## config.mk

```make
export PLATFORM = sky130hd
export DESIGN_NAME = isp_target
export DESIGN_NICKNAME = d
export VERILOG_FILES = /design/src/rtl/isp_pkg.sv /design/src/rtl/isp_sck_sync.sv /design/src/rtl/isp_shifter.sv /design/src/rtl/isp_ctrl.sv /design/src/rtl/isp_target.sv
export SDC_FILE = /design/constraint.sdc
export NUM_CORES = 1
export LEC_CHECK = 0
export ABC_CLOCK_PERIOD_IN_PS = 4700
export BUFFER_PORTS_ARGS = -buffer_cell sky130_fd_sc_hd__buf_2
export CORE_MARGIN = 2
export CORE_UTILIZATION = 48
export CTS_CLUSTER_DIAMETER = 150
export DETAILED_ROUTE_END_ITERATION = 16
export HOLD_SLACK_MARGIN = 0.1
export MAX_ROUTING_LAYER = met4
export PLACE_DENSITY_LB_ADDON = 0.1
export SYNTH_ARGS = -nofsm -noshare
export SYNTH_HDL_FRONTEND = slang
export SYNTH_SLANG_ARGS = --single-unit
```

## constraint.sdc

```tcl
create_clock -name clk -period 4.7 [get_ports clk]
set_input_delay 0.94 -clock clk [delete_from_list [all_inputs] [get_ports clk]]
set_output_delay 0.94 -clock clk [all_outputs]
set_load 0.03 [all_outputs]
```

## src/rtl/isp_pkg.sv

```systemverilog
package isp_pkg;
  localparam int BYTE_W    = 8;
  localparam int WORD_BYTES = 4;
  localparam int WORD_BITS = BYTE_W * WORD_BYTES;
  localparam int ADDR_W    = 2 * BYTE_W;

  localparam logic [BYTE_W-1:0] OP_PREFIX   = 8'hAC;
  localparam logic [BYTE_W-1:0] SUB_ENABLE  = 8'h53;
  localparam logic [BYTE_W-1:0] SUB_ERASE   = 8'h80;
  localparam logic [BYTE_W-1:0] OP_PM_RD_LO = 8'h20;
  localparam logic [BYTE_W-1:0] OP_PM_RD_HI = 8'h28;
  localparam logic [BYTE_W-1:0] OP_PM_WR_LO = 8'h40;
  localparam logic [BYTE_W-1:0] OP_PM_WR_HI = 8'h48;
  localparam logic [BYTE_W-1:0] OP_EE_RD    = 8'hA0;
  localparam logic [BYTE_W-1:0] OP_EE_WR    = 8'hC0;

  typedef enum logic [2:0] {
    K_NONE, K_PM_RD, K_PM_WR, K_EE_RD, K_EE_WR, K_ERASE, K_ENABLE
  } isp_kind_e;

  function automatic isp_kind_e classify(input logic [BYTE_W-1:0] op,
                                         input logic [BYTE_W-1:0] sub);
    if (op == OP_PREFIX && sub == SUB_ENABLE) return K_ENABLE;
    if (op == OP_PREFIX && sub == SUB_ERASE)  return K_ERASE;
    if (op == OP_PM_RD_LO || op == OP_PM_RD_HI) return K_PM_RD;
    if (op == OP_PM_WR_LO || op == OP_PM_WR_HI) return K_PM_WR;
    if (op == OP_EE_RD) return K_EE_RD;
    if (op == OP_EE_WR) return K_EE_WR;
    return K_NONE;
  endfunction
endpackage

```

## src/rtl/isp_sck_sync.sv

```systemverilog
module isp_sck_sync #(
  parameter int STAGES = 2
) (
  input  logic clk,
  input  logic rst_n,
  input  logic sck,
  input  logic sdi,
  output logic sck_rise,
  output logic sck_fall,
  output logic sdi_s
);
  logic [STAGES:0]   sck_pipe;
  logic [STAGES-1:0] sdi_pipe;

  always_ff @(posedge clk or negedge rst_n) begin
    if (!rst_n) begin
      sck_pipe <= '0;
      sdi_pipe <= '0;
    end else begin
      sck_pipe <= {sck_pipe[STAGES-1:0], sck};
      sdi_pipe <= {sdi_pipe[STAGES-2:0], sdi};
    end
  end

  assign sck_rise = sck_pipe[STAGES-1] & ~sck_pipe[STAGES];
  assign sck_fall = ~sck_pipe[STAGES-1] & sck_pipe[STAGES];
  assign sdi_s    = sdi_pipe[STAGES-1];
endmodule

```

## src/rtl/isp_shifter.sv

```systemverilog
module isp_shifter
  import isp_pkg::*;
(
  input  logic                  clk,
  input  logic                  rst_n,
  input  logic                  clear,
  input  logic                  sck_rise,
  input  logic                  sck_fall,
  input  logic                  sdi_s,
  input  logic                  load,
  input  logic [BYTE_W-1:0]     load_byte,
  output logic [WORD_BITS-1:0]  word_nxt,
  output logic [WORD_BYTES-1:0] byte_done,
  output logic                  sdo
);
  localparam int CNT_W = $clog2(WORD_BITS);
  localparam logic [CNT_W-1:0] LAST = CNT_W'(WORD_BITS - 1);

  logic [CNT_W-1:0]     cnt;
  logic [WORD_BITS-1:0] sh;
  logic [BYTE_W-1:0]    obuf;

  assign word_nxt = {sh[WORD_BITS-2:0], sdi_s};

  for (genvar g = 0; g < WORD_BYTES; g++) begin : g_done
    assign byte_done[g] = sck_rise && (cnt == CNT_W'((g + 1) * BYTE_W - 1));
  end

  always_ff @(posedge clk or negedge rst_n) begin
    if (!rst_n) begin
      cnt  <= '0;
      sh   <= '0;
      obuf <= '0;
      sdo  <= 1'b0;
    end else if (clear) begin
      cnt  <= '0;
      sh   <= '0;
      obuf <= '0;
      sdo  <= 1'b0;
    end else begin
      if (sck_rise) begin
        sh  <= word_nxt;
        cnt <= (cnt == LAST) ? '0 : cnt + CNT_W'(1);
      end
      if (load) begin
        obuf <= load_byte;
      end else if (sck_fall) begin
        sdo  <= obuf[BYTE_W-1];
        obuf <= {obuf[BYTE_W-2:0], 1'b0};
      end
    end
  end
endmodule

```

## src/rtl/isp_ctrl.sv

```systemverilog
module isp_ctrl
  import isp_pkg::*;
#(
  parameter int EE_AW       = 12,
  parameter int BUSY_CYCLES = 64
) (
  input  logic                  clk,
  input  logic                  rst_n,
  input  logic                  active,
  input  logic [WORD_BYTES-1:0] byte_done,
  input  logic [WORD_BITS-1:0]  word,
  input  logic [BYTE_W-1:0]     pm_rdata,
  input  logic [BYTE_W-1:0]     ee_rdata,
  output logic                  load,
  output logic [BYTE_W-1:0]     load_byte,
  output logic [ADDR_W-1:0]     mem_addr,
  output logic                  mem_hi,
  output logic [BYTE_W-1:0]     mem_wdata,
  output logic                  pm_we,
  output logic                  pm_re,
  output logic                  ee_we,
  output logic                  ee_re,
  output logic                  erase_all,
  output logic                  busy
);
  localparam int BW = $clog2(BUSY_CYCLES + 1);

  logic [BW-1:0] busy_cnt;
  logic enabled, echo_pend, rd_pend, rd_from_ee;
  logic idle, ready;

  // field views at each byte boundary (word holds the newest bit in bit 0)
  logic [BYTE_W-1:0] b2_op, b2_sub, b3_op, b4_op, b4_sub, b4_data;
  logic [ADDR_W-1:0] b3_addr, b4_addr;
  isp_kind_e k2, k3, k4;

  assign b2_op   = word[2*BYTE_W-1 -: BYTE_W];
  assign b2_sub  = word[BYTE_W-1:0];
  assign b3_op   = word[3*BYTE_W-1 -: BYTE_W];
  assign b3_addr = word[ADDR_W-1:0];
  assign b4_op   = word[4*BYTE_W-1 -: BYTE_W];
  assign b4_sub  = word[3*BYTE_W-1 -: BYTE_W];
  assign b4_addr = word[3*BYTE_W-1 -: ADDR_W];
  assign b4_data = word[BYTE_W-1:0];

  assign k2 = classify(b2_op, b2_sub);
  assign k3 = classify(b3_op, 8'h00);
  assign k4 = classify(b4_op, b4_sub);

  assign idle  = (busy_cnt == '0);
  assign ready = enabled && idle;
  assign busy  = !idle;

  function automatic logic [ADDR_W-1:0] ee_map(input logic [ADDR_W-1:0] a);
    return ADDR_W'(a[EE_AW-1:0]);
  endfunction

  assign load      = echo_pend | rd_pend;
  assign load_byte = rd_pend ? (rd_from_ee ? ee_rdata : pm_rdata) : SUB_ENABLE;

  always_ff @(posedge clk or negedge rst_n) begin
    if (!rst_n) begin
      busy_cnt   <= '0;
      enabled    <= 1'b0;
      echo_pend  <= 1'b0;
      rd_pend    <= 1'b0;
      rd_from_ee <= 1'b0;
      mem_addr   <= '0;
      mem_hi     <= 1'b0;
      mem_wdata  <= '0;
      pm_we      <= 1'b0;
      pm_re      <= 1'b0;
      ee_we      <= 1'b0;
      ee_re      <= 1'b0;
      erase_all  <= 1'b0;
    end else if (!active) begin
      busy_cnt   <= '0;
      enabled    <= 1'b0;
      echo_pend  <= 1'b0;
      rd_pend    <= 1'b0;
      rd_from_ee <= 1'b0;
      pm_we      <= 1'b0;
      pm_re      <= 1'b0;
      ee_we      <= 1'b0;
      ee_re      <= 1'b0;
      erase_all  <= 1'b0;
    end else begin
      pm_we      <= 1'b0;
      pm_re      <= 1'b0;
      ee_we      <= 1'b0;
      ee_re      <= 1'b0;
      erase_all  <= 1'b0;
      echo_pend  <= 1'b0;
      rd_pend    <= pm_re | ee_re;
      rd_from_ee <= ee_re;
      if (!idle) busy_cnt <= busy_cnt - BW'(1);

      // after byte 2: confirm an enable request
      if (byte_done[1] && idle && k2 == K_ENABLE) echo_pend <= 1'b1;

      // after byte 3: address is complete, start a read
      if (byte_done[2] && ready) begin
        if (k3 == K_PM_RD) begin
          pm_re    <= 1'b1;
          mem_addr <= b3_addr;
          mem_hi   <= (b3_op == OP_PM_RD_HI);
        end else if (k3 == K_EE_RD) begin
          ee_re    <= 1'b1;
          mem_addr <= ee_map(b3_addr);
          mem_hi   <= 1'b0;
        end
      end

      // after byte 4: commit enable, writes and erase
      if (byte_done[3] && idle) begin
        if (k4 == K_ENABLE) enabled <= 1'b1;
        if (enabled) begin
          unique case (k4)
            K_ERASE: begin
              erase_all <= 1'b1;
              busy_cnt  <= BW'(BUSY_CYCLES);
            end
            K_PM_WR: begin
              pm_we     <= 1'b1;
              mem_addr  <= b4_addr;
              mem_hi    <= (b4_op == OP_PM_WR_HI);
              mem_wdata <= b4_data;
              busy_cnt  <= BW'(BUSY_CYCLES);
            end
            K_EE_WR: begin
              ee_we     <= 1'b1;
              mem_addr  <= ee_map(b4_addr);
              mem_hi    <= 1'b0;
              mem_wdata <= b4_data;
              busy_cnt  <= BW'(BUSY_CYCLES);
            end
            default: ;
          endcase
        end
      end
    end
  end
endmodule

```

## src/rtl/isp_target.sv

```systemverilog
module isp_target
  import isp_pkg::*;
#(
  parameter int EE_AW       = 12,
  parameter int BUSY_CYCLES = 64,
  parameter int SYNC_STAGES = 2
) (
  input  logic              clk,
  input  logic              rst_n,
  input  logic              prog_rst_n,
  input  logic              sck,
  input  logic              sdi,
  output logic              sdo,
  output logic              busy,
  output logic [ADDR_W-1:0] mem_addr,
  output logic              mem_hi,
  output logic [BYTE_W-1:0] mem_wdata,
  output logic              pm_we,
  output logic              pm_re,
  input  logic [BYTE_W-1:0] pm_rdata,
  output logic              ee_we,
  output logic              ee_re,
  input  logic [BYTE_W-1:0] ee_rdata,
  output logic              erase_all
);
  logic sck_rise, sck_fall, sdi_s;
  logic active;
  logic load;
  logic [BYTE_W-1:0]     load_byte;
  logic [WORD_BITS-1:0]  word_nxt;
  logic [WORD_BYTES-1:0] byte_done;

  assign active = !prog_rst_n;

  isp_sck_sync #(.STAGES(SYNC_STAGES)) u_sync (
    .clk      (clk),
    .rst_n    (rst_n),
    .sck      (sck),
    .sdi      (sdi),
    .sck_rise (sck_rise),
    .sck_fall (sck_fall),
    .sdi_s    (sdi_s)
  );

  isp_shifter u_shift (
    .clk       (clk),
    .rst_n     (rst_n),
    .clear     (!active),
    .sck_rise  (sck_rise),
    .sck_fall  (sck_fall),
    .sdi_s     (sdi_s),
    .load      (load),
    .load_byte (load_byte),
    .word_nxt  (word_nxt),
    .byte_done (byte_done),
    .sdo       (sdo)
  );

  isp_ctrl #(.EE_AW(EE_AW), .BUSY_CYCLES(BUSY_CYCLES)) u_ctrl (
    .clk       (clk),
    .rst_n     (rst_n),
    .active    (active),
    .byte_done (byte_done),
    .word      (word_nxt),
    .pm_rdata  (pm_rdata),
    .ee_rdata  (ee_rdata),
    .load      (load),
    .load_byte (load_byte),
    .mem_addr  (mem_addr),
    .mem_hi    (mem_hi),
    .mem_wdata (mem_wdata),
    .pm_we     (pm_we),
    .pm_re     (pm_re),
    .ee_we     (ee_we),
    .ee_re     (ee_re),
    .erase_all (erase_all),
    .busy      (busy)
  );
endmodule

```

# ---- After elaboration in Yosys (flattened, before gate mapping)
# Cells that the tools add are included.
dict set report totals {
  ff_bits 91
  output_inout_bits 32
  elab_cells 235
  in_bits 21
}
dict set report classes {
  reduce_logical 30
  n_bitwise 7
  add_sub_neg 2
  n_eq_ne 35
  muxes 142
}
# op count
set op_table {}
lappend op_table {{$mux 3} 34}
lappend op_table {{$mux 1} 86}
lappend op_table {{$eq 8x8->1 const B} 10}
lappend op_table {{$mux 16} 5}
lappend op_table {{$eq 8x7->1 const B} 8}
lappend op_table {{$mux 31} 2}
lappend op_table {{$eq 8x6->1 const B} 6}
lappend op_table {{$mux 8} 5}
lappend op_table {{$mux 7} 5}
lappend op_table {{$pmux 16 s2} 1}
lappend op_table {{$mux 5} 3}
lappend op_table {{$eq 3x3->1 const B} 4}
lappend op_table {{$logic_and 1x1->1} 12}
lappend op_table {{$eq 5x5->1 const B} 2}
lappend op_table {{$reduce_bool 2->1} 4}
lappend op_table {{$logic_not 7->1} 1}
lappend op_table {{$sub 7x1->7 const B} 1}
lappend op_table {{$eq 3x2->1 const B} 2}
lappend op_table {{$logic_or 1x1->1} 6}
lappend op_table {{$add 5x1->5 const B} 1}
lappend op_table {{$eq 5x4->1 const B} 1}
lappend op_table {{$reduce_and 2->1} 2}
lappend op_table {{$reduce_and 4->1} 1}
lappend op_table {{$eq 3x1->1 const B} 1}
lappend op_table {{9 further kinds} 13}

# ---- Depth between registers and ports, before layout
# Gate-level depths: netlist of run 1.
dict set report depth {
  ltp_word 30
  ltp_mapped 11
  ltp_nobuf 9
}

# ---- Modules after synthesis
# A second synthesis of run 1 with hierarchy kept.
dict set report hier_totals {
  hier_cells 407
  hier_area_um2 4449.3
}
# mod cells_per_inst n_inst seq_area_each_um2 area_per_inst_um2
set by_module_without_submodules {}
lappend by_module_without_submodules {isp_ctrl 224 1 1026.0 2294.7}
lappend by_module_without_submodules {isp_shifter 175 1 1126.1 2010.7}
lappend by_module_without_submodules {isp_sck_sync 7 1 125.1 140.1}
lappend by_module_without_submodules {isp_target 1 1 0.0 3.8}

# ---- Least setup slack after synthesis of run 1
# Ideal clock, no wire load.
dict set report synth_timing {
  path_type {flip-flop to flip-flop}
  start {reg u_ctrl.busy_cnt[0]}
  end {reg u_ctrl.mem_addr[0]}
  arrival_time_ns 2.479
  path_stages_with_launch 12
  required_time_ns 4.606
  setup_slack_ns 2.127
  period_less_slack_ns 2.573
  n_path_buf 2
  setup_time_ns 0.094
  path_cell_list {dfrtp_1 -> inv_1 -> ha_1 -> nor2b_2 -> nand2_2 -> nor3_4 -> inv_2 -> or4_4 -> buf_6 -> a21o_1 -> buf_6 -> a221oi_2}
}
dict set report synth_between {
  elab_chain_len 7
  word_cells_on_any_way 8
  classes_between {mux (4); reduce/logical (4)}
}
# item line_no
set synth_lines {}
lappend synth_lines {{from (decl)} isp_ctrl.sv:28} ;# logic [BW-1:0] busy_cnt;
lappend synth_lines {{from (signal assigned)} isp_ctrl.sv:96} ;# if (!idle) busy_cnt <= busy_cnt - BW'(1);
lappend synth_lines {{from (signal assigned)} isp_ctrl.sv:121} ;# busy_cnt <= BW'(BUSY_CYCLES);
lappend synth_lines {{from (signal assigned)} isp_ctrl.sv:128} ;# busy_cnt <= BW'(BUSY_CYCLES);
lappend synth_lines {{$logic_not 7->1 *} isp_ctrl.sv:50} ;# assign idle = (busy_cnt == '0);
lappend synth_lines {{$logic_and 1x1->1} isp_ctrl.sv:51} ;# assign ready = enabled && idle;
lappend synth_lines {{$logic_and 1x1->1} isp_ctrl.sv:102} ;# if (byte_done[2] && ready) begin
lappend synth_lines {{$mux 16} isp_ctrl.sv:102}
lappend synth_lines {{$pmux 16 s2} isp_ctrl.sv:118} ;# unique case (k4)
lappend synth_lines {{$mux 16} isp_ctrl.sv:117} ;# if (enabled) begin
lappend synth_lines {{$mux 16 *} isp_ctrl.sv:115} ;# if (byte_done[3] && idle) begin
lappend synth_lines {{to (signal assigned)} isp_ctrl.sv:105} ;# mem_addr <= b3_addr;
lappend synth_lines {{to (signal assigned)} isp_ctrl.sv:109} ;# mem_addr <= ee_map(b3_addr);
lappend synth_lines {{to (signal assigned)} isp_ctrl.sv:125} ;# mem_addr <= b4_addr;
lappend synth_lines {{to (decl)} isp_ctrl.sv:16} ;# output logic [ADDR_W-1:0] mem_addr,
# Every way passes the cells marked *; elsewhere a longest branch is shown, timed or not.
# A chain may end at the register's enable or synchronous reset.

# ---- Final worst setup path of run 1
dict set report layout_timing {
  start {reg u_shift.cnt[0]}
  end {reg u_ctrl.mem_wdata[7]}
}
dict set report layout_between {
  elab_chain_len 4
}
# item line_no
set layout_lines {}
lappend layout_lines {{from (decl)} isp_shifter.sv:19} ;# logic [CNT_W-1:0] cnt;
lappend layout_lines {{from (signal assigned)} isp_shifter.sv:43} ;# cnt <= (cnt == LAST) ? '0 : cnt + CNT_W'(1);
lappend layout_lines {{$eq 5x5->1} isp_shifter.sv:26} ;# assign byte_done[g] = sck_rise && (cnt == CNT_W'((g + 1) * BYTE_W - 1));
lappend layout_lines {{$logic_and 1x1->1} isp_shifter.sv:26}
lappend layout_lines {{$logic_and 1x1->1} isp_ctrl.sv:115}
lappend layout_lines {{$reduce_and 4->1 (no line)} n/a}
lappend layout_lines {{to (signal assigned)} isp_ctrl.sv:127} ;# mem_wdata <= b4_data;
lappend layout_lines {{to (signal assigned)} isp_ctrl.sv:134} ;# mem_wdata <= b4_data;
lappend layout_lines {{to (decl)} isp_ctrl.sv:18} ;# output logic [BYTE_W-1:0] mem_wdata,
# Every way passes these cells.

==> impl_metrics.yaml, run 1 <==
worst_setup_path:
  crit_type: "reg2reg"
  max_stage_delay_ns: 0.66
  cp.required_ns: 4.94
  cp-start-kind: "register"
  crit_slowest_cell: "nor2_1"
  crit_family: "simple AND/OR/NAND/NOR gates"
  crit_arrival_ns: 3.23
  crit_chain: "ha_1 > and3_1 > ha_1 > and4b_1 > nor2b_1 > nand2_1 > nor2_1 > mux2_1"
  cp_num_cells: 8
  path_buf_inv: 0
  r2r_cells: 8
  endpoint_kind: "register"
  cp_max_fo: 14
  cp_common_cell: "ha_1"
power:
  power_density_mw_per_mm2: 336
  p_leak_nw: 2.14
  clkPwrFrac_pct: 29.7
  comb_power_share_pct: 17.1
  p_seq_share_pct: 53.3
  power.switching_mw: 0.474
  switching_share_pct: 29.8
  vdd_drop_max_mv: 0.131
  p_int_mw: 1.12
detailed_routing:
  viasPerCell: 5.64
  drt.antenna.violating_nets: 0
  num_vias: 3267
  wirelength_mm: 9.47
  drtIter0Drc: 226
  firstDrtPassIters: 4
  routedWlPerCell_um: 16.3
  drc: 0
global_route:
  grt_remaining_overflow: 0
  grt_pass1_vias: 3028
  grt_use_total_pct: 21.2
  grt_pass1_wl_mm: 15.9
  antenna_found_initial: 0
  grt_max_degree: 65
hold_path:
  hp-class: "reg2reg"
  worstHoldPathCells: 0
cts:
  cts_setup_buffers: 0
  cts_hold_buf: 0
  clock_sink_count: 91
  clk_pin_slew_ns: 0.09
  cts_tree: "done"
  htree_levels: 3
  clk_latency_ns: 0.35
  cts-root-buf: "clkbuf_8"
  cts_resized: 0
  clock_path_buffers: 2
  cts_buffers: 9
synth:
  syn-num-nets: 450
  yosysUniqueCellTypes: 50
  netlist.area_leader.share_pct: 53.8
  yosys.area.top_type: "dfrtp_1"
  synth_area_leaders: "dfrtp_1 54%, nand2_1 6.7%, a21oi_1 4.6%"
  syn-cell-area_mm2: 0.00424
  synth-seq-cells: 91
  synthCells: 425
  ys_warn_count: 0
  syn_area_per_cell_um2: 9.97
  ys_seq_area_share_pct: 53.8
timing:
  setup_viol: 0
  hold_viol_final: 0
  finalCriticalPeriod_ns: 2.99
  rsz0062_at_grt: "no"
  skew_ns: 0.0103
  drv_slew: 0
  worstMarginPinSlew_ns: 1.16
  totalNegativeSetupSlack_ns: 0
  fin_crit_sh_pct: 63.6
  relSlewSlack_pct: 22.7
  max_freq_mhz: 335
floorplan:
  die-height_um: 97.9
  coreArea_mm2: 0.00864
  ioPinCount: 53
  die_area_mm2: 0.00959
  rows: 34
  start_util_pct: 49.1
  die-width_um: 97.9
cells_and_area:
  final_area_mm2: 0.00473
  final_common_cell: "dfrtp_1"
  drive_above_1_share_pct: 19.7
  final_cell_mix: "91 x dfrtp_1, 76 x nand2_1, 51 x buf_2"
  finalNetCount: 491
  syn2layout_area_growth_pct: 11.7
  post-route-util_pct: 54.8
  fill_cells: 814
  antenna_cells: 0
  stdcell_count: 579
placed_design:
  placed_cells: 563
  dpl_cell_area_mm2: 0.00456
  gp_congestion: 0.804
  port_buffers: 52
  dp_hpwl_mm: 6.47
run_status:
  outcome: "finished clean"
flow_run:
  maxCapViolCount: 0
## metal layers
metal | global-route usage [%] | wire, um | part of all wire [%]
met1 | 32.1 | 4790 | 51
met4 | 7.16 | 124 | 1.3
met3 | 3.01 | 375 | 4.0
met5 | - | 0 | 0
met2 | 29.3 | 4170 | 44
## Yosys cell counts (all sizes together)
library cell,instances
a2111oi,4
a211o,1
a211oi,5
a21o,5
a21oi,39
a221oi,11
a22oi,10
a311o,1
a31oi,2
and2,2
and3,3
and4b,3
buf,7
clkbuf,20
dfrtp,91
ha,4
inv,16
mux2,12
mux2i,4
nand2,77
nand2b,4
nand3,3
nand4,7
nand4b,1
nor2,24
nor2b,9
nor3,22
nor3b,1
nor4,13
nor4b,3
nor4bb,1
o21ai,7
o221ai,1
o31ai,4
or3,1
or4,3
xnor2,3
xor2,1
## power by group through the flow
stage          sequential (mW)  clock [mW]  combinational, mW
2_1_floorplan            0.869           0              0.184
6_report                 0.848       0.472              0.271
3_3_place_gp             0.862           0              0.267
4_1_cts                  0.848       0.490              0.276
3_5_place_dp             0.863           0              0.275
5_1_grt                  0.853       0.522              0.305
## worst paths after layout
check                                            to                from  slack, ns
worst min-delay path             u_sync.sck_pipe[1]  u_sync.sck_pipe[0]       0.35
worst max-delay path            u_ctrl.mem_wdata[7]      u_shift.cnt[0]       1.71
worst max register to register  u_ctrl.mem_wdata[7]      u_shift.cnt[0]       1.71
worst min register to register   u_sync.sck_pipe[1]  u_sync.sck_pipe[0]       0.35
max in group asynchronous            u_shift.sh[26]               rst_n       3.18
min in group asynchronous        u_ctrl.mem_addr[2]               rst_n       0.66
## kinds of logic (layout without fill, tap and decap cells)
kind of cell / count (synthesis) / after routing / synth area share (%)
AOI/OAI and AO/OA: 90 / 90 / 15.2
xor gates and xnor gates: 4 / 4 / 0.827
adders and majority gates: 4 / 4 / 1.18
buffers and inverters: 43 / 89 / 4.25
DFF: 91 / 91 / 53.8
muxes: 16 / 16 / 4.13
and+or+nand+nor: 177 / 177 / 20.7
## cell type report
class | count | area (um^2) | share of cell area, %
multi-input cells | 291 | 1790 | 37.8
well taps | 108 | 135 | 2.86
repair buffers | 57 | 300 | 6.35
clock inverters | 4 | 26.3 | 0.555
inverters | 16 | 60.1 | 1.27
flip-flops and latches | 91 | 2280 | 48.1
clock buffers | 12 | 145 | 3.07
## through the flow
step | setup WS [ns] | hold slack [ns] | total power [mW]
after floorplan | 2.13 | 0.331 | 1.05
after global placement | 1.87 | 0.333 | 1.13
after detailed placement | 1.70 | 0.335 | 1.14
after CTS | 1.70 | 0.354 | 1.61
after global routing | 1.47 | 0.364 | 1.68
final | 1.71 | 0.353 | 1.59
## state kept, by name, indices dropped and copies added, names as in the netlist
signal	count
u_ctrl.mem_wdata	8
u_shift.sdo	1
u_ctrl.echo_pend	1
u_ctrl.rd_pend	1
u_ctrl.busy_cnt	7
u_sync.sdi_pipe	2
u_shift.obuf	8
u_shift.sh	31
u_ctrl.erase_all	1
u_ctrl.pm_we	1
u_sync.sck_pipe	3
u_shift.cnt	5
u_ctrl.mem_hi	1
u_ctrl.pm_re	1
u_ctrl.ee_re	1
u_ctrl.ee_we	1
u_ctrl.rd_from_ee	1
u_ctrl.mem_addr	16
u_ctrl.enabled	1
Power figures use the tool's default switching activity.
==> run 2, diff against run 1 <==
--- a/config.mk
+++ b/config.mk
@@ -5,7 +5,7 @@
 export SDC_FILE = /design/constraint.sdc
 export NUM_CORES = 1
 export LEC_CHECK = 0
-export ABC_CLOCK_PERIOD_IN_PS = 4700
+export ABC_CLOCK_PERIOD_IN_PS = 2400
 export BUFFER_PORTS_ARGS = -buffer_cell sky130_fd_sc_hd__buf_2
 export CORE_MARGIN = 2
 export CORE_UTILIZATION = 48
==> constraint.sdc (replaced) <==
create_clock -name clk -period 2.4 [get_ports clk]
set_input_delay 0.48 -clock clk [delete_from_list [all_inputs] [get_ports clk]]
set_output_delay 0.48 -clock clk [all_outputs]
set_load 0.03 [all_outputs]
==> run 2 against run 1 <==
First-iteration DRC count decreased by 34%. Power increased by 110%. Register-to-register slack got worse by 1.6 ns. Via count increased by 4.8%. Global-route usage increased by 1.8 points. Clock skew increased by 0.0047 ns. Fmax increased by 31%. Design area increased by 6.5%. Flip-flop and latch count unchanged.
==> impl_metrics.yaml, run 2 (synthesized netlist as in run 1, its figures left out) <==
worst_setup_path:
  crit_type: "reg2reg"
  cp.required_ns: 2.64
  crit_arrival_ns: 2.53
  cp_max_fo: 9
  cp-start-kind: "register"
  endpoint_kind: "register"
  crit_start: "u_shift.cnt[0]"
  rr_startpoint: "u_shift.cnt[0]"
global_route:
  grt_remaining_overflow: 0
  grt_pass1_wl_mm: 17.0
  grt_use_total_pct: 23.0
  antenna_found_initial: 0
  grt_max_degree: 49
  grt_pass1_vias: 3364
timing:
  final.setup.worst_slack_ns: 0.111
  setup_viol: 0
  max_freq_mhz: 437
  fin_crit_sh_pct: 95.4
  drv_slew: 0
  worstMarginPinSlew_ns: 0.633
  totalNegativeSetupSlack_ns: 0
  finalCriticalPeriod_ns: 2.29
  skew_ns: 0.0150
  relSlewSlack_pct: 57.8
  hold_viol_final: 0
  whs_ns: 0.124
detailed_routing:
  wirelength_mm: 10.0
  routedWlPerCell_um: 16.5
  drtIter0Drc: 150
  highest_layer: "met4"
  drc: 0
  drt.antenna.violating_nets: 0
  wl_met1_mm: 4.68
  firstDrtPassIters: 4
  num_vias: 3424
  wl_met2_mm: 4.66
  dr_wl_met3_um: 461
  viasPerCell: 5.63
cts:
  clock_path_buffers: 2
  htree_levels: 3
  clk_latency_ns: 0.37
  cts_buffers: 9
  clock_sink_count: 91
  cts_tree: "done"
  cts-root-buf: "clkbuf_8"
  clk_pin_slew_ns: 0.10
  cts_hold_buf: 0
cells_and_area:
  largest_register_ff_count: 31
  syn2layout_area_growth_pct: 19.0
  final_cell_mix: "91 x dfrtp_1, 75 x nand2_1, 51 x buf_2"
  drive_above_1_share_pct: 26.2
  regMostFlops: "u_shift.sh"
  post-route-util_pct: 58.4
  final_area_mm2: 0.00504
  final_common_cell: "dfrtp_1"
  finalNetCount: 520
  fill_cells: 781
  antenna_cells: 0
  stdcell_count: 608
  final-seq-area_mm2: 0.00228
  top_regs: "u_shift.sh (31), u_ctrl.mem_addr (16)"
  multiInputGateArea_mm2: 0.00183
placed_design:
  dpl_cell_area_mm2: 0.00479
  port_buffers: 52
  gp_congestion: 0.901
  preCtsSetupSlack_ns: 0.0685
  placed_cells: 590
  dp_hpwl_mm: 7.12
power:
  p_leak_nw: 2.31
  power_mw: 3.38
  vdd_drop_max_mv: 0.332
  power_density_mw_per_mm2: 670
hold_path:
  hp-class: "in2async"
floorplan:
  die_area_mm2: 0.00959
  coreArea_mm2: 0.00864
  start_util_pct: 49.1
  die-height_um: 97.9
  ioPinCount: 53
  die-width_um: 97.9
  rows: 34
flow_run:
  maxCapViolCount: 0
run_status:
  outcome: "finished clean"
run 2: cell types whose count changed in the layout (fill, tap and decap cells not counted), sizes merged:
cell    previous run  this run
buf               57        86
bufinv             0         1
clkbuf            12        11
clkinv             3         2
inv               16        17
run 2: final timing paths:
| path | cells past startpoint | end | slack [ns] |
|---|---|---|---|
| worst max-delay path | 8 | u_ctrl.mem_addr[2] | 0.11 |
| worst min-delay path | 1 | u_shift.obuf[5] | 0.12 |
| worst max register to register | 8 | u_ctrl.mem_addr[2] | 0.11 |
| worst min register to register | 0 | u_sync.sck_pipe[1] | 0.36 |
| max in group asynchronous | 2 | u_ctrl.mem_addr[15] | 1.60 |
| min in group clk | 1 | u_sync.sdi_pipe[0] | 0.22 |
run 2: layout make-up:
class | count | area share, %
Clock inverter | 5 | 1.19
Multi-Input combinational cell | 291 | 36.4
Inverter | 16 | 1.24
Timing Repair Buffer | 86 | 10.5
Tap cell | 108 | 2.68
Clock buffer | 11 | 2.80
Sequential cell | 91 | 45.2
run 2: layer usage:
metal | global-route usage [%] | vias up
li1 | - | 1647
met2 | 33.5 | 86
met1 | 32.0 | 1669
met4 | 8.65 | 0
met5 | - | -
met3 | 4.65 | 22
run 2: what timing repair did:
| item | CTS | global route |
|---|---|---|
| resized for setup | 0 | 8 |
| setup buffers | 0 | 2 |
| endpoints found under the setup margin | 0 | 24 |
run 2: worst max-delay path: stages (launching register included):
cell and delay [ns]:
dfrtp_1 0.40, ha_2 0.20, and3_1 0.20, ha_1 0.20, and4b_1 0.21, nor2b_2 0.16, and2_2 0.28, nor4_1 0.45
a221oi_2 0.05
run 2: where the power goes:
part | leakage (nW) | switching (mW) | internal [mW] | total, mW
sequential | 1.22 | 0.0651 | 1.60 | 1.66
clock | 0.0999 | 0.542 | 0.514 | 1.06
combinational | 0.984 | 0.375 | 0.284 | 0.659
total | 2.31 | 0.982 | 2.39 | 3.38
==> run 3, diff against run 2 <==
--- a/config.mk
+++ b/config.mk
@@ -6,11 +6,11 @@
 export NUM_CORES = 1
 export LEC_CHECK = 0
 export ABC_CLOCK_PERIOD_IN_PS = 2400
-export BUFFER_PORTS_ARGS = -buffer_cell sky130_fd_sc_hd__buf_2
 export CORE_MARGIN = 2
 export CORE_UTILIZATION = 48
 export CTS_CLUSTER_DIAMETER = 150
 export DETAILED_ROUTE_END_ITERATION = 16
+export DONT_BUFFER_PORTS = 1
 export HOLD_SLACK_MARGIN = 0.1
 export MAX_ROUTING_LAYER = met4
 export PLACE_DENSITY_LB_ADDON = 0.1
==> run 3 against run 2 <==
Critical path type unchanged. The run now ends with hold timing left. Largest cell class unchanged. Wire length down 1.7%. Sequential share of layout area increased by 2.7 points. Clock-buffer cell count did not move. Worst setup slack gained 0.0018 ns. Largest power group unchanged. Via count shrank 4.5%.
==> impl_metrics.yaml, run 3 (synthesized netlist as in run 1, its figures left out) <==
run_status:
  outcome: "finished, violations left"
  violations: "hold timing"
hold_path:
  hp-class: "in2async"
timing:
  hold_viol_final: 91
  rsz0062_at_grt: "yes"
  drv_slew: 0
  skew_ns: 0.0115
  setup_viol: 0
  finalCriticalPeriod_ns: 2.29
  worstMarginPinSlew_ns: 0.497
  fin_crit_sh_pct: 95.3
  relSlewSlack_pct: 66.7
  max_freq_mhz: 437
  whs_ns: -0.197
worst_setup_path:
  crit_slowest_cell: "or4_4"
  rrSetupSlack_ns: 0.11
  crit_arrival_ns: 2.56
  r2r_cells: 10
  cp.required_ns: 2.67
  rr_startpoint: "u_ctrl.busy_cnt[1]"
  cp_max_fo: 6
  max_stage_delay_ns: 0.43
  crit_type: "reg2reg"
  endpoint_kind: "register"
  cp-start-kind: "register"
  crit_chain: "inv_1 > ha_4 > nor2b_4 > nand2_2 > nor3_4 > inv_4 > or4_4 > a21o_4 > buf_4 > a221oi_2"
  worstReg2RegEnd: "u_ctrl.mem_addr[3]"
floorplan:
  die-width_um: 97.9
  rows: 34
  start_util_pct: 49.1
  die-height_um: 97.9
  die_area_mm2: 0.00959
  coreArea_mm2: 0.00864
  ioPinCount: 53
cells_and_area:
  largest_register_ff_count: 31
  finalNetCount: 467
  final_common_cell: "dfrtp_1"
  final_cell_mix: "91 x dfrtp_1, 75 x nand2_1, 39 x a21oi_1"
  antenna_cells: 0
  fill_cells: 781
  top_regs: "u_shift.sh (31), u_ctrl.mem_addr (16)"
  regMostFlops: "u_shift.sh"
  syn2layout_area_growth_pct: 12.2
  drive_above_1_share_pct: 17.7
power:
  power_density_mw_per_mm2: 676
  switching_share_pct: 29.0
  power_mw: 3.21
  p_int_mw: 2.28
  p_seq_share_pct: 52.6
  comb_power_share_pct: 16.7
  clkPwrFrac_pct: 30.7
  p_leak_nw: 2.05
  power.switching_mw: 0.932
  vdd_drop_max_mv: 0.272
detailed_routing:
  num_vias: 3271
  wirelength_mm: 9.85
  drt.antenna.violating_nets: 0
  drc: 0
  routedWlPerCell_um: 17.8
  viasPerCell: 5.89
  firstDrtPassIters: 4
  drtIter0Drc: 147
cts:
  clock_path_buffers: 2
  clock_sink_count: 91
  htree_levels: 3
  clk_latency_ns: 0.36
  clk_pin_slew_ns: 0.09
  cts_tree: "done"
  cts-root-buf: "clkbuf_8"
  cts_buffers: 9
global_route:
  antenna_found_initial: 0
  grt_pass1_wl_mm: 16.6
  grt_remaining_overflow: 0
  grt_max_degree: 92
  grt_pass1_vias: 3206
  grt_use_total_pct: 22.2
placed_design:
  gp_congestion: 0.808
  port_buffers: 0
  dp_hpwl_mm: 6.63
flow_run:
  maxCapViolCount: 0
run 3: cell count changes in the layout (fill, tap and decap cells not counted), sizes merged:
cell / change
buf: -53
clkinvlp: +2
bufinv: -1
clkinv: -1
run 3: power groups by stage:
stage / logic [mW] / clock network, mW / registers (mW)
3_3_place_gp: 0.505 / 0 / 1.72
4_1_cts: 0.519 / 1.01 / 1.69
6_report: 0.536 / 0.986 / 1.69
3_5_place_dp: 0.517 / 0 / 1.72
2_1_floorplan: 0.386 / 0 / 1.70
5_1_grt: 0.595 / 1.06 / 1.70
run 3: worst max-delay path by stage:
stage / cells after the start / slack, ns / endpoint / startpoint
4_1_cts: 10 / 0.03 / u_ctrl.mem_addr[3] / u_ctrl.busy_cnt[0]
2_1_floorplan: 11 / -0.04 / u_ctrl.mem_addr[0] / u_ctrl.busy_cnt[0]
6_report: 10 / 0.11 / u_ctrl.mem_addr[3] / u_ctrl.busy_cnt[1]
5_1_grt: 9 / -0.03 / u_ctrl.mem_wdata[3] / u_shift.cnt[0]
3_3_place_gp: 10 / 0.12 / u_ctrl.mem_addr[3] / u_ctrl.busy_cnt[0]
3_5_place_dp: 10 / 0.05 / u_ctrl.mem_addr[3] / u_ctrl.busy_cnt[0]
run 3: layer usage:
layer	GRT usage [%]	share of wire (%)	up-vias
met1	30.6	47	1631
met4	6.94	1.4	0
met2	33.7	47	74
li1	-	-	1555
met5	-	0	-
met3	4.29	4.3	11
run 3: timing repair:
item / CTS / global route
setup buffers: 0 / 1
setup endpoints to repair: 0 / 23
hold endpoints to repair: 91 / 91
gates resized for setup: 0 / 8
run 3: cell type report:
cell class / instances / area (um^2) / share of cell area [%]
Clock inverter: 5 / 36.3 / 0.764
Inverter: 16 / 62.6 / 1.32
Clock buffer: 11 / 151 / 3.19
Sequential cell: 91 / 2280 / 47.9
Multi-Input combinational cell: 291 / 1840 / 38.8
Tap cell: 108 / 135 / 2.84
Timing Repair Buffer: 33 / 248 / 5.21
run 3: stage by stage:
stage / area, um^2 / setup WS, ns / cells / setup TNS (ns) / util [%]
floorplan: 4250 / -0.0381 / 425 / -0.348 / -
global placement: 4510 / 0.118 / 538 / 0 / 52.2
detailed placement: 4510 / 0.0461 / 538 / 0 / 52.2
CTS: 4700 / 0.0299 / 554 / 0 / 54.4
global route: 4750 / -0.0330 / 555 / -0.242 / 55.0
finish: 4750 / 0.113 / 555 / 0 / 55.0
run 3: critical path: cells and delay by family, from the launching register on:
family | cells | cell delay [ns]
compound gates | 2 | 0.49
simple gates | 4 | 0.81
buf+inv | 3 | 0.32
fa+ha+maj | 1 | 0.16
flops | 1 | 0.41
